--- src/rtl/pll_upd_pkg.sv ---
package pll_upd_pkg;

  typedef enum logic [2:0] {
    ST_IDLE,
    ST_ARM,
    ST_WAIT_SET,
    ST_WAIT_CLR,
    ST_WAIT_FALL,
    ST_SETTLE
  } seqState_t;

  typedef struct packed {
    logic raiseUpd;
    logic dropUpd;
    logic restartTimer;
  } seqStrobe_t;

endpackage

--- src/rtl/updlatch_datapath.sv ---
module updlatch_datapath
  import pll_upd_pkg::*;
#(
  parameter int POLL_CYCLES  = 4,
  parameter int POLL_LIMIT   = 100,
  parameter int SETTLE_TICKS = 10,
  parameter int ARM_CYCLES   = 2
) (
  input  logic       clk,
  input  logic       rstN,
  input  seqStrobe_t strobe,
  input  logic       bypassIn,
  input  logic       ackIn,
  output logic       updateOut,
  output logic       modeBypass,
  output logic       armDone,
  output logic       waitExpired,
  output logic       settleDone
);

  localparam int CNT_MAX = (POLL_LIMIT > SETTLE_TICKS) ? POLL_LIMIT : SETTLE_TICKS;
  localparam int CNT_W   = $clog2(CNT_MAX + 1);
  localparam int ARM_W   = $clog2(ARM_CYCLES + 1);

  logic             updReg;
  logic             modeReg;
  logic [ARM_W-1:0] armCnt;
  logic [CNT_W-1:0] pollCnt;
  logic             pollTick;

  // Update strobe: explicit drop wins, then raise, then self-clear in auto mode.
  always_ff @(posedge clk) begin
    if (!rstN) begin
      updReg  <= 1'b0;
      modeReg <= 1'b0;
    end else begin
      if (strobe.raiseUpd) modeReg <= bypassIn;
      if (strobe.dropUpd)                     updReg <= 1'b0;
      else if (strobe.raiseUpd)               updReg <= 1'b1;
      else if (!modeReg && ackIn && updReg)   updReg <= 1'b0;
    end
  end

  // Arming interval counter.
  always_ff @(posedge clk) begin
    if (!rstN || strobe.restartTimer) armCnt <= '0;
    else if (!armDone)                armCnt <= armCnt + 1'b1;
  end
  assign armDone = (armCnt == ARM_W'(ARM_CYCLES - 1));

  // Poll period divider, restarted at each phase boundary.
  generate
    if (POLL_CYCLES > 1) begin : g_div
      localparam int DIV_W = $clog2(POLL_CYCLES);
      logic [DIV_W-1:0] divCnt;
      always_ff @(posedge clk) begin
        if (!rstN || strobe.restartTimer) divCnt <= '0;
        else if (pollTick)                divCnt <= '0;
        else                              divCnt <= divCnt + 1'b1;
      end
      assign pollTick = (divCnt == DIV_W'(POLL_CYCLES - 1));
    end else begin : g_nodiv
      assign pollTick = 1'b1;
    end
  endgenerate

  // Poll counter shared by the wait phases and the settle phase.
  always_ff @(posedge clk) begin
    if (!rstN || strobe.restartTimer) pollCnt <= '0;
    else if (pollTick)                pollCnt <= pollCnt + 1'b1;
  end

  assign waitExpired = pollTick && (pollCnt == CNT_W'(POLL_LIMIT - 1));
  assign settleDone  = pollTick && (pollCnt == CNT_W'(SETTLE_TICKS - 1));
  assign updateOut   = updReg;
  assign modeBypass  = modeReg;

endmodule

--- src/rtl/updlatch_control.sv ---
module updlatch_control
  import pll_upd_pkg::*;
(
  input  logic       clk,
  input  logic       rstN,
  input  logic       updReq,
  input  logic       pllOn,
  input  logic       dynEn,
  input  logic       ackIn,
  input  logic       updateOut,
  input  logic       modeBypass,
  input  logic       armDone,
  input  logic       waitExpired,
  input  logic       settleDone,
  output seqStrobe_t strobe,
  output logic       busy,
  output logic       done,
  output logic       timeoutErr
);

  seqState_t stateQ, stateD;
  logic      doneD, timeoutD;

  always_comb begin
    stateD   = stateQ;
    strobe   = '0;
    doneD    = 1'b0;
    timeoutD = 1'b0;
    unique case (stateQ)
      ST_IDLE: begin
        if (updReq) begin
          if (pllOn && dynEn) begin
            strobe.raiseUpd     = 1'b1;
            strobe.restartTimer = 1'b1;
            stateD              = ST_ARM;
          end else begin
            doneD = 1'b1;
          end
        end
      end
      ST_ARM: begin
        if (armDone) begin
          strobe.restartTimer = 1'b1;
          stateD = modeBypass ? ST_WAIT_SET : ST_WAIT_CLR;
        end
      end
      ST_WAIT_SET: begin
        if (ackIn) begin
          strobe.dropUpd      = 1'b1;
          strobe.restartTimer = 1'b1;
          stateD              = ST_WAIT_FALL;
        end else if (waitExpired) begin
          strobe.dropUpd = 1'b1;
          doneD          = 1'b1;
          timeoutD       = 1'b1;
          stateD         = ST_IDLE;
        end
      end
      ST_WAIT_CLR: begin
        if (!updateOut) begin
          strobe.restartTimer = 1'b1;
          stateD              = ST_WAIT_FALL;
        end else if (waitExpired) begin
          strobe.dropUpd = 1'b1;
          doneD          = 1'b1;
          timeoutD       = 1'b1;
          stateD         = ST_IDLE;
        end
      end
      ST_WAIT_FALL: begin
        if (!ackIn) begin
          strobe.restartTimer = 1'b1;
          stateD              = ST_SETTLE;
        end else if (waitExpired) begin
          strobe.dropUpd = 1'b1;
          doneD          = 1'b1;
          timeoutD       = 1'b1;
          stateD         = ST_IDLE;
        end
      end
      ST_SETTLE: begin
        if (settleDone) begin
          doneD  = 1'b1;
          stateD = ST_IDLE;
        end
      end
      default: stateD = ST_IDLE;
    endcase
  end

  always_ff @(posedge clk) begin
    if (!rstN) begin
      stateQ     <= ST_IDLE;
      done       <= 1'b0;
      timeoutErr <= 1'b0;
    end else begin
      stateQ     <= stateD;
      done       <= doneD;
      timeoutErr <= timeoutD;
    end
  end

  assign busy = (stateQ != ST_IDLE);

endmodule

--- src/rtl/pll_update_latch.sv ---
module pll_update_latch
  import pll_upd_pkg::*;
#(
  parameter int POLL_CYCLES  = 4,
  parameter int POLL_LIMIT   = 100,
  parameter int SETTLE_TICKS = 10,
  parameter int ARM_CYCLES   = 2
) (
  input  logic clk,
  input  logic rstN,
  input  logic updReq,
  input  logic pllOn,
  input  logic dynEn,
  input  logic bypassIn,
  input  logic ackIn,
  output logic updateOut,
  output logic busy,
  output logic done,
  output logic timeoutErr
);

  seqStrobe_t strobe;
  logic       modeBypass, armDone, waitExpired, settleDone;

  updlatch_datapath #(
    .POLL_CYCLES (POLL_CYCLES),
    .POLL_LIMIT  (POLL_LIMIT),
    .SETTLE_TICKS(SETTLE_TICKS),
    .ARM_CYCLES  (ARM_CYCLES)
  ) u_dp (
    .clk        (clk),
    .rstN       (rstN),
    .strobe     (strobe),
    .bypassIn   (bypassIn),
    .ackIn      (ackIn),
    .updateOut  (updateOut),
    .modeBypass (modeBypass),
    .armDone    (armDone),
    .waitExpired(waitExpired),
    .settleDone (settleDone)
  );

  updlatch_control u_ctl (
    .clk        (clk),
    .rstN       (rstN),
    .updReq     (updReq),
    .pllOn      (pllOn),
    .dynEn      (dynEn),
    .ackIn      (ackIn),
    .updateOut  (updateOut),
    .modeBypass (modeBypass),
    .armDone    (armDone),
    .waitExpired(waitExpired),
    .settleDone (settleDone),
    .strobe     (strobe),
    .busy       (busy),
    .done       (done),
    .timeoutErr (timeoutErr)
  );

endmodule

--- config.mk ---
export PLATFORM = sky130hd
export DESIGN_NAME = pll_update_latch
export DESIGN_NICKNAME = d
export VERILOG_FILES = /design/src/rtl/pll_upd_pkg.sv /design/src/rtl/updlatch_datapath.sv /design/src/rtl/updlatch_control.sv /design/src/rtl/pll_update_latch.sv
export SDC_FILE = /design/constraint.sdc
export NUM_CORES = 1
export LEC_CHECK = 0
export CELL_PAD_IN_SITES_DETAIL_PLACEMENT = 1
export CELL_PAD_IN_SITES_GLOBAL_PLACEMENT = 1
export CORE_MARGIN = 2
export CORE_UTILIZATION = 40
export DETAILED_ROUTE_END_ITERATION = 8
export GPL_TIMING_DRIVEN = 0
export PLACE_DENSITY = 0.74
export SETUP_SLACK_MARGIN = 0.1
export SYNTH_ARGS = -nofsm -noshare
export SYNTH_HDL_FRONTEND = slang
export SYNTH_SLANG_ARGS = --single-unit
--- constraint.sdc ---
create_clock -name clk -period 3.9 [get_ports clk]
set_input_delay 0.78 -clock clk [delete_from_list [all_inputs] [get_ports clk]]
set_output_delay 0.78 -clock clk [all_outputs]
set_load 0.01 [all_outputs]
After elaboration in Yosys (flattened, before gate mapping)
Index checks and enable logic that the tools add are counted.
- reductions and logical operators: 14
- add/subtract/negate cells: 3
- eq/ne operators: 13
- bitwise gates (word level): 1
- multiplexer cells: 31
- operator list (operator ; count):
    3-bit 2-to-1 mux ; 8
    1-bit 2-to-1 mux ; 18
    3-bit case mux with 6 select lines ; 1
    1-bit case mux with 5 select lines ; 2
    7-bit by 1-bit adder with 7-bit output, second input constant ; 1
    7-bit by 4-bit equality test with 1-bit output, second input constant ; 1
    7-bit equality test, second input constant ; 1
    3-bit by 2-bit equality test with 1-bit output, second input constant ; 2
    3-bit equality test, second input constant ; 2
    2-bit inequality test, second input constant ; 3
    1-bit case mux with 3 select lines ; 2
    1-bit logical AND ; 5
    2-bit by 1-bit adder with 2-bit output, second input constant ; 2
    4-bit AND reduction ; 1
    2-bit OR reduction ; 2
    3-bit by 1-bit equality test with 1-bit output, second input constant ; 1
    3-bit logical NOT ; 1
    3-bit nonzero test ; 1
    2-bit by 1-bit equality test with 1-bit output, second input constant ; 1
    2-bit equality test, second input constant ; 1
    1-bit logical NOT ; 2
    2-bit by 1-bit inequality test with 1-bit output, second input constant ; 1
    2-bit nonzero test ; 1
    1-bit logical OR ; 1
    1-bit NOT ; 1
- bits in registers: 18
- bits of input ports: 7
- output and inout port bits: 4
- word-level logic and storage cells: 70

Logic depth before layout (Yosys ltp)
Gate-level depths: netlist of the first run.
- depth in word-level cells: 6
- gate-level depth with buffers: 7
- mapped depth without buffers: 6

Hierarchy
Synthesis of the first run repeated with hierarchy kept, for this count alone.
- cell total of the unflattened synthesis: 120
- area total of the unflattened synthesis: 1019.7 µm²
- by module, submodules not included (module ; seq. area each (µm²) ; area an instance (µm²) ; times used ; cells each):
    updlatch_datapath ; 260.2 ; 568.0 ; 1 ; 61
    updlatch_control ; 100.1 ; 451.7 ; 1 ; 59

Least setup slack after synthesis of the first run
Ideal clock, no wire load.
- path type: input port to flip-flop
- start point: input port pllOn
- end point: register u_dp.g_div.divCnt[1]
- cell stages on the path: 4
- arrival: 1497 ps
- library setup time: 72 ps
- data required time: 3828 ps
- slack: 2330 ps
- path buffers: 1
- cell sequence: and4_1 -> nand4bb_1 -> buf_4 -> nor3b_2
- cells in the longest elaborated chain, start to end: 6
- ends and longest elaborated chain (element ; line ; RTL):
    from (decl) ; pll_update_latch.sv:12 ; input logic pllOn,
    1-bit logical AND ; updlatch_control.sv:32 ; if (pllOn && dynEn) begin
    1-bit 2-to-1 mux ; updlatch_control.sv:32 ;
    1-bit 2-to-1 mux ; updlatch_control.sv:31 ; if (updReq) begin
    1-bit case mux with 5 select lines ; updlatch_control.sv:29 ; unique case (stateQ)
    1-bit logical OR ; updlatch_datapath.sv:57 ; if (!rstN || strobe.restartTimer) divCnt <= '0;
    2-bit OR reduction (no line) ; -- ;
    to (signal assigned) ; updlatch_datapath.sv:59 ; else divCnt <= divCnt + 1'b1;
    to (decl) ; updlatch_datapath.sv:55 ; logic [DIV_W-1:0] divCnt;
Every way passes these cells.
A chain may end at the register's enable or synchronous reset.

Worst setup path in the final report of the first run
- start point: register u_ctl.stateQ[0]
- end point: output port busy
- cells in the longest elaborated chain, start to end: 1
- ends and longest elaborated chain (element ; line ; RTL):
    from (decl) ; updlatch_control.sv:21 ; seqState_t stateQ, stateD;
    from (signal assigned) ; updlatch_control.sv:97 ; stateQ <= stateD;
    3-bit nonzero test ; updlatch_control.sv:103 ; assign busy = (stateQ != ST_IDLE);
    to (decl) ; pll_update_latch.sv:17 ; output logic busy,
Every way passes these cells.

==> impl_metrics.py, run 1 <==
metrics = {
    "run_status": {
        "status": "completed",
    },
    "cts": {
        "numClockSinks": 18,
        "root_buffer": "clkbuf_4",
        "clock_path_buffers": 2,
        "clock_latency_ns": 0.32,
        "clkSlewWorstSetupHoldPaths_ns": 0.11,
        "cts_hold_buffers": 0,
        "cts_tree": "yes",
        "cts-resized-gates": 0,
        "postCtsSetupBuffers": 0,
        "cts_max_level": 1,
        "numCtsBuffers": 3,
    },
    "synth": {
        "ys.warnings.count": 0,
        "yosys.area.top_type": "dfxtp_1",
        "synth_fp_nets": 130,
        "yosys.cell_types.count": 36,
        "synthCells": 119,
        "ys_ff_latch": 18,
        "synth.avg_cell_area_sq_um": 8.317,
        "ys_seq_area_frac": 0.3641,
        "synth_area_leaders": "dfxtp_1 36%, nor2_1 8.0%, ha_1 5.1%, xor2_1 3.5%, o21ai_0 3.0%",
        "netlist_area_sq_um": 989.7,
        "synthDominantCellAreaShare": 0.3641,
    },
    "critical_path": {
        "startpoint": "u_ctl.stateQ[0]",
        "crit_path_max_fanout": 5,
        "timing_worst_setup_path_type": "flop to primary output",
        "crit_end": "busy",
        "reg2reg_to": "u_ctl.stateQ[2]",
        "worstSetupEndpointType": "primary output",
        "rr_startpoint": "u_dp.g_div.divCnt[0]",
        "rrSetupSlack_ns": 2.15,
        "crit_path_start_kind": "flop",
        "reg2reg_depth": 6,
        "worstPathRequired_ns": 3.12,
        "critPathArrivalTime_ns": 1.71,
    },
    "routing": {
        "wire_per_inst_um": 14.35,
        "antenna_left": 0,
        "via_per_inst": 5.485,
        "drt-total-wl_mm": 2.339,
        "drc": 0,
        "route.vias.total": 894,
        "drtIter0Drc": 12,
        "first_pass_iters": 4,
    },
    "power_and_ir_drop": {
        "pwr-share-seq": 0.412,
        "p_sw_frac": 0.3607,
        "p_comb_frac": 0.375,
        "ir_worst_vdd_mv": 0.3237,
        "clkPwrFrac": 0.212,
        "p_leak_nw": 0.4232,
        "p_int_mw": 0.3720,
        "switchingPower_mw": 0.2099,
        "power_density_nw_per_um2": 500.1,
    },
    "global_route": {
        "grt.overflow.total": 0,
        "grt_pass1_vias": 876,
        "grt_start_max_net_pins": 11,
        "grt_use_total": 0.1952,
        "antenna_found_initial": 0,
        "grt_pass1_wl_mm": 3.988,
    },
    "final_layout": {
        "drive_gt1_frac": 0.07519,
        "fin_nets": 145,
        "syn_to_final_growth_pct": 17.57,
        "fin_util": 0.4829,
        "final.fill_count": 301,
        "regArea_sq_um": 360.3,
        "n_antenna_cell": 0,
        "multi_input_area_sq_um": 575.6,
    },
    "floorplan": {
        "fp.dieH_um": 53.74,
        "die-area_sq_um": 2888,
        "rows": 18,
        "start_util": 0.4107,
        "ioPinCount": 11,
        "die_w_um": 53.74,
        "core_region_area_sq_um": 2410,
    },
    "sta": {
        "max_freq_mhz": 401.0,
        "final.period_utilization": 0.6395,
        "finalClockSkew_ns": 0.006525,
        "rsz0062_at_grt": "false",
        "setup_viol_count_final": 0,
        "period_minus_slack_ns": 2.494,
        "worstMarginPinSlew_ns": 0.5529,
        "slew_viol_final": 0,
        "setup-tns-final_ns": 0,
        "relSlewSlack": 0.6284,
        "finalHoldViolations": 0,
    },
    "run": {
        "cap_violations": 0,
    },
    "placement": {
        "hpwl_mm": 1.823,
        "placement.io_buffers": 10,
        "globalplace.congestion": 0.7946,
    },
    "worst_hold_path": {
        "hp-class": "flop to flop",
        "holdPathStages": 1,
    },
}
flip-flops by register name (all words and copies together) (netlist names):
name and cells:
u_dp.pollCnt 7, u_ctl.stateQ 3, u_dp.armCnt 2, u_dp.g_div.divCnt 2
u_ctl.done 1, u_ctl.timeoutErr 1, u_dp.modeBypass 1, u_dp.updateOut 1
cell usage in the layout, fill, tap and decap left out, drive strengths merged, types with 2 or more instances in the layout:
| cell type | n |
|---|---|
| a211oi | 4 |
| a21oi | 5 |
| buf | 4 |
| clkbuf | 5 |
| clkdlybuf4s50 | 10 |
| dfxtp | 18 |
| ha | 4 |
| inv | 6 |
| nand2 | 8 |
| nand2b | 2 |
| nand3 | 2 |
| nand3b | 3 |
| nand4 | 3 |
| nand4bb | 2 |
| nor2 | 21 |
| nor3 | 3 |
| nor3b | 2 |
| o21a | 4 |
| o21ai | 6 |
| xnor2 | 3 |
| xor2 | 4 |
worst max-delay path, cell delays in order, from the launching register on:
cell and delay [ns]:
dfxtp_1 0.36, nor3_1 0.41, inv_1 0.12, clkdlybuf4s50_1 0.50
power by group through the flow:
stage / clock network, mW / logic [mW] / registers (mW)
6_report: 0.124 / 0.218 / 0.240
3_5_place_dp: 0 / 0.220 / 0.244
4_1_cts: 0.128 / 0.222 / 0.240
3_3_place_gp: 0 / 0.212 / 0.241
2_1_floorplan: 0 / 0.155 / 0.239
5_1_grt: 0.136 / 0.253 / 0.244
logic make-up (layout without fill, tap and decap cells):
logic type,Yosys count,after routing,share of synthesized area
compound gates,25,25,0.1656
xor+xnor,7,7,0.06195
fa+ha+maj,4,4,0.05057
buf+inv,11,25,0.05435
flops,18,18,0.3641
mux,1,1,0.01011
simple gates,53,53,0.2933
through the flow:
step / total power [mW] / instance area, sq um / hold WS, ns / setup slack (ns) / std cells
2_1_floorplan: 0.3946 / 989.7 / 0.4043 / 2.330 / 119
3_3_place_gp: 0.4529 / 1127 / 0.4122 / 1.682 / 159
3_5_place_dp: 0.4646 / 1127 / 0.4320 / 1.642 / 159
4_1_cts: 0.5902 / 1164 / 0.4480 / 1.393 / 163
5_1_grt: 0.6332 / 1164 / 0.4606 / 1.296 / 163
6_report: 0.5819 / 1164 / 0.4386 / 1.406 / 163
cells in the mapped netlist (all sizes together):
| cell type | number |
|---|---|
| o31a | 1 |
| dfxtp | 18 |
| nor2 | 21 |
| or3b | 1 |
| o21ai | 6 |
| nor3b | 2 |
| ha | 4 |
| xnor2 | 3 |
| inv | 6 |
| o311ai | 1 |
| nand3b | 3 |
| buf | 4 |
| nand2 | 8 |
| nor4b | 1 |
| nor4 | 1 |
| a31oi | 1 |
| xor2 | 4 |
| and4 | 1 |
| mux2i | 1 |
| nand4b | 1 |
| nand4 | 3 |
| a21oi | 5 |
| nand3 | 2 |
| nor3 | 3 |
| nor2b | 1 |
| nand4bb | 2 |
| a41oi | 1 |
| o211ai | 1 |
| clkbuf | 1 |
| a211oi | 4 |
| o22a | 1 |
| nand2b | 2 |
| and3 | 1 |
| o21a | 4 |
per-layer routing:
metal  track usage  vias up  wire length (um)
met3       0.05833        2                90
met2        0.3496       11              1215
met4       0.06410        0                21
li1              -      451                 -
met5             0        -                 0
met1        0.2181      430              1012
worst min-delay path by stage:
| stage | from | endpoint | slack [ns] |
|---|---|---|---|
| 6_report | u_dp.g_div.divCnt[0] | u_dp.g_div.divCnt[0] | 0.44 |
| 5_1_grt | u_dp.g_div.divCnt[0] | u_dp.g_div.divCnt[0] | 0.46 |
| 4_1_cts | u_dp.g_div.divCnt[0] | u_dp.g_div.divCnt[0] | 0.45 |
| 3_5_place_dp | u_dp.g_div.divCnt[0] | u_dp.g_div.divCnt[0] | 0.43 |
| 3_3_place_gp | u_dp.g_div.divCnt[0] | u_dp.g_div.divCnt[0] | 0.41 |
| 2_1_floorplan | u_dp.g_div.divCnt[0] | u_dp.g_div.divCnt[0] | 0.40 |
final cells by class:
| class | instances | share of cell area |
|---|---|---|
| plain buffers | 5 | 0.02688 |
| flip-flops and latches | 18 | 0.3097 |
| repair buffers | 10 | 0.08602 |
| inverters | 6 | 0.01935 |
| clock buffers | 4 | 0.03118 |
| well taps | 30 | 0.03226 |
| multi-input cells | 90 | 0.4946 |
(Power assumes the default switching activity.)
==> inputs of run 2 (changes only) <==
==> constraint.sdc (replaced) <==
create_clock -name clk -period 2.6 [get_ports clk]
set_input_delay 0.52 -clock clk [delete_from_list [all_inputs] [get_ports clk]]
set_output_delay 0.52 -clock clk [all_outputs]
set_load 0.01 [all_outputs]
==> results of run 2 <==
Same layout as run 1 (identical final DEF). Status: completed.
Among the figures that moved: setup slack after placement 1.642 ns -> 0.6018 ns; setup slack after layout 1.406 ns -> 0.3660 ns; register-to-register setup slack 2.15 ns -> 0.85 ns; total power 0.5819 mW -> 0.8728 mW; worst IR drop on VDD 0.3237 mV -> 0.4855 mV
==> inputs of run 3 (changes only) <==
--- a/config.mk
+++ b/config.mk
@@ -5,10 +5,11 @@
 export SDC_FILE = /design/constraint.sdc
 export NUM_CORES = 1
 export LEC_CHECK = 0
+export ABC_AREA = 1
 export CELL_PAD_IN_SITES_DETAIL_PLACEMENT = 1
 export CELL_PAD_IN_SITES_GLOBAL_PLACEMENT = 1
 export CORE_MARGIN = 2
-export CORE_UTILIZATION = 40
+export CORE_UTILIZATION = 38
 export DETAILED_ROUTE_END_ITERATION = 8
 export GPL_TIMING_DRIVEN = 0
 export PLACE_DENSITY = 0.74
==> impl_metrics.py, run 3 <==
metrics = {
    "run_status": {
        "status": "completed",
    },
    "cts": {
        "root_buffer": "clkbuf_4",
        "clkSlewWorstSetupHoldPaths_ns": 0.10,
        "postCtsSetupBuffers": 0,
        "cts_hold_buffers": 0,
        "cts_tree": "yes",
        "clock_path_buffers": 2,
        "numCtsBuffers": 3,
        "cts_max_level": 1,
        "cts-resized-gates": 0,
        "clock_latency_ns": 0.29,
        "numClockSinks": 18,
    },
    "final_layout": {
        "fin_nets": 178,
        "layout_common_cells": "33 x nand2_1, 26 x nor2_1, 22 x inv_1",
        "n_antenna_cell": 0,
        "syn_to_final_growth_pct": 17.12,
        "fin_area_sq_um": 1190,
        "drive_gt1_frac": 0.09036,
        "final_common_cell": "nand2_1",
        "fin_cells": 196,
        "final.fill_count": 329,
        "fin_util": 0.4760,
        "largest_reg_flops": 7,
        "top_register": "u_dp.pollCnt",
        "reg_top3": "u_dp.pollCnt: 7 flops, u_ctl.stateQ: 3 flops",
    },
    "critical_path": {
        "worstSetupEndpointType": "primary output",
        "crit_path_max_fanout": 5,
        "worstPathRequired_ns": 2.08,
        "crit_path_start_kind": "flop",
        "timing_worst_setup_path_type": "flop to primary output",
        "critPathArrivalTime_ns": 1.57,
    },
    "synth": {
        "netlist_area_sq_um": 1016,
        "ys_seq_area_frac": 0.3547,
        "yosys.area.top_type": "dfxtp_1",
        "synthCells": 152,
        "yosys.cell_types.count": 21,
        "synth_common_cells": "33 x nand2_1, 26 x nor2_1, 22 x inv_1",
        "synth-edff-count": 0,
        "synthArstFlopShare": 0,
        "ys_ff_latch": 18,
        "ys.flop_type": "dfxtp_1",
        "synthDominantCellAreaShare": 0.3547,
        "yosysMostFrequentCell": "nand2_1",
        "synth_fp_nets": 163,
        "ys.warnings.count": 0,
        "synth_area_leaders": "dfxtp_1 35%, nand2_1 12%, nor2_1 9.6%, inv_1 8.1%, nand3_1 7.9%",
        "synth.avg_cell_area_sq_um": 6.684,
    },
    "power_and_ir_drop": {
        "ir_worst_vdd_mv": 0.5020,
        "p_sw_frac": 0.3677,
        "p_int_mw": 0.5406,
        "p_comb_frac": 0.389,
        "pwr-share-seq": 0.413,
        "p_total_mw": 0.8550,
        "p_leak_nw": 0.5231,
        "clkPwrFrac": 0.199,
        "switchingPower_mw": 0.3144,
        "power_density_nw_per_um2": 718.6,
    },
    "sta": {
        "rsz0062_at_grt": "false",
        "period_minus_slack_ns": 2.093,
        "whs_ns": 0.4365,
        "setup-tns-final_ns": 0,
        "max_freq_mhz": 477.9,
        "relSlewSlack": 0.7397,
        "slew_viol_final": 0,
        "worstMarginPinSlew_ns": 0.3874,
        "finalClockSkew_ns": 0.002349,
        "setup_slack_ns": 0.5074,
        "setup_viol_count_final": 0,
        "finalHoldViolations": 0,
        "final.period_utilization": 0.8048,
    },
    "worst_hold_path": {
        "hp-class": "flop to flop",
    },
    "global_route": {
        "antenna_found_initial": 0,
        "grt_pass1_wl_mm": 4.036,
        "grt_pass1_vias": 981,
        "grt.overflow.total": 0,
        "busiest_layer": "met2",
        "grtUsageMet1": 0.1991,
        "gr-usage-met3": 0.04884,
        "grt_start_max_net_pins": 11,
        "grt_util_met2": 0.2687,
        "grt_use_total": 0.1604,
    },
    "routing": {
        "via_per_inst": 4.878,
        "antenna_left": 0,
        "first_pass_iters": 4,
        "drt-total-wl_mm": 2.250,
        "wire_per_inst_um": 11.48,
        "route.vias.total": 956,
        "drc": 0,
        "drtIter0Drc": 10,
    },
    "floorplan": {
        "core_region_area_sq_um": 2500,
        "die_w_um": 55.71,
        "fp.dieH_um": 55.71,
        "start_util": 0.4064,
        "ioPinCount": 11,
        "rows": 18,
        "die-area_sq_um": 3103,
    },
    "placement": {
        "placement.io_buffers": 10,
        "hpwl_mm": 1.855,
        "placed_cell_area_sq_um": 1154,
        "placed_cells": 192,
        "place_ws_ns": 0.7967,
        "globalplace.congestion": 0.7958,
    },
    "run": {
        "cap_violations": 0,
    },
}
[run 3: layer usage]
layer,part of all wire,wire length (um)
met5,0,0
met2,0.47,1055
met3,0.027,61
met1,0.50,1115
met4,0.0080,18
[run 3: area by class of cell]
cell class / count / area, sq um / area share
Sequential cell: 18 / 360.3 / 0.3028
Timing Repair Buffer: 10 / 100.1 / 0.08412
Clock buffer: 4 / 36.28 / 0.03049
Tap cell: 30 / 37.54 / 0.03155
Multi-Input combinational cell: 110 / 565.5 / 0.4753
Inverter: 24 / 90.09 / 0.07571
[run 3: power by group through the flow]
stage	combinational [mW]	sequential [mW]	clock, mW
after global placement	0.321	0.356	0
final	0.332	0.353	0.170
after CTS	0.337	0.353	0.183
after floorplan	0.242	0.354	0
after global routing	0.395	0.358	0.192
after detailed placement	0.335	0.359	0
[run 3: cell families (layout without fill, tap and decap cells)]
kind of cell,after synthesis,in the layout,synth area share
compound gates,10,10,0.05541
xor+xnor,6,6,0.05172
fa+ha+maj,4,4,0.04926
buf+inv,24,38,0.08867
flops,18,18,0.3547
simple gates,90,90,0.4002
[run 3: path summary, 6_finish.rpt]
path                                           start                   end  slack (ns)  cells after the start
worst max-delay path                 u_ctl.stateQ[1]                  busy        0.51                      3
worst min-delay path            u_dp.g_div.divCnt[0]  u_dp.g_div.divCnt[0]        0.44                      1
worst max register to register  u_dp.g_div.divCnt[0]       u_ctl.stateQ[1]        1.10                     10
worst min register to register  u_dp.g_div.divCnt[0]  u_dp.g_div.divCnt[0]        0.44                      1
[run 3: worst max-delay path: stages, from the launching register on]
cell and delay, ns:
dfxtp_1 0.37, nor2_1 0.30, nand2_2 0.12, clkdlybuf4s50_1 0.50
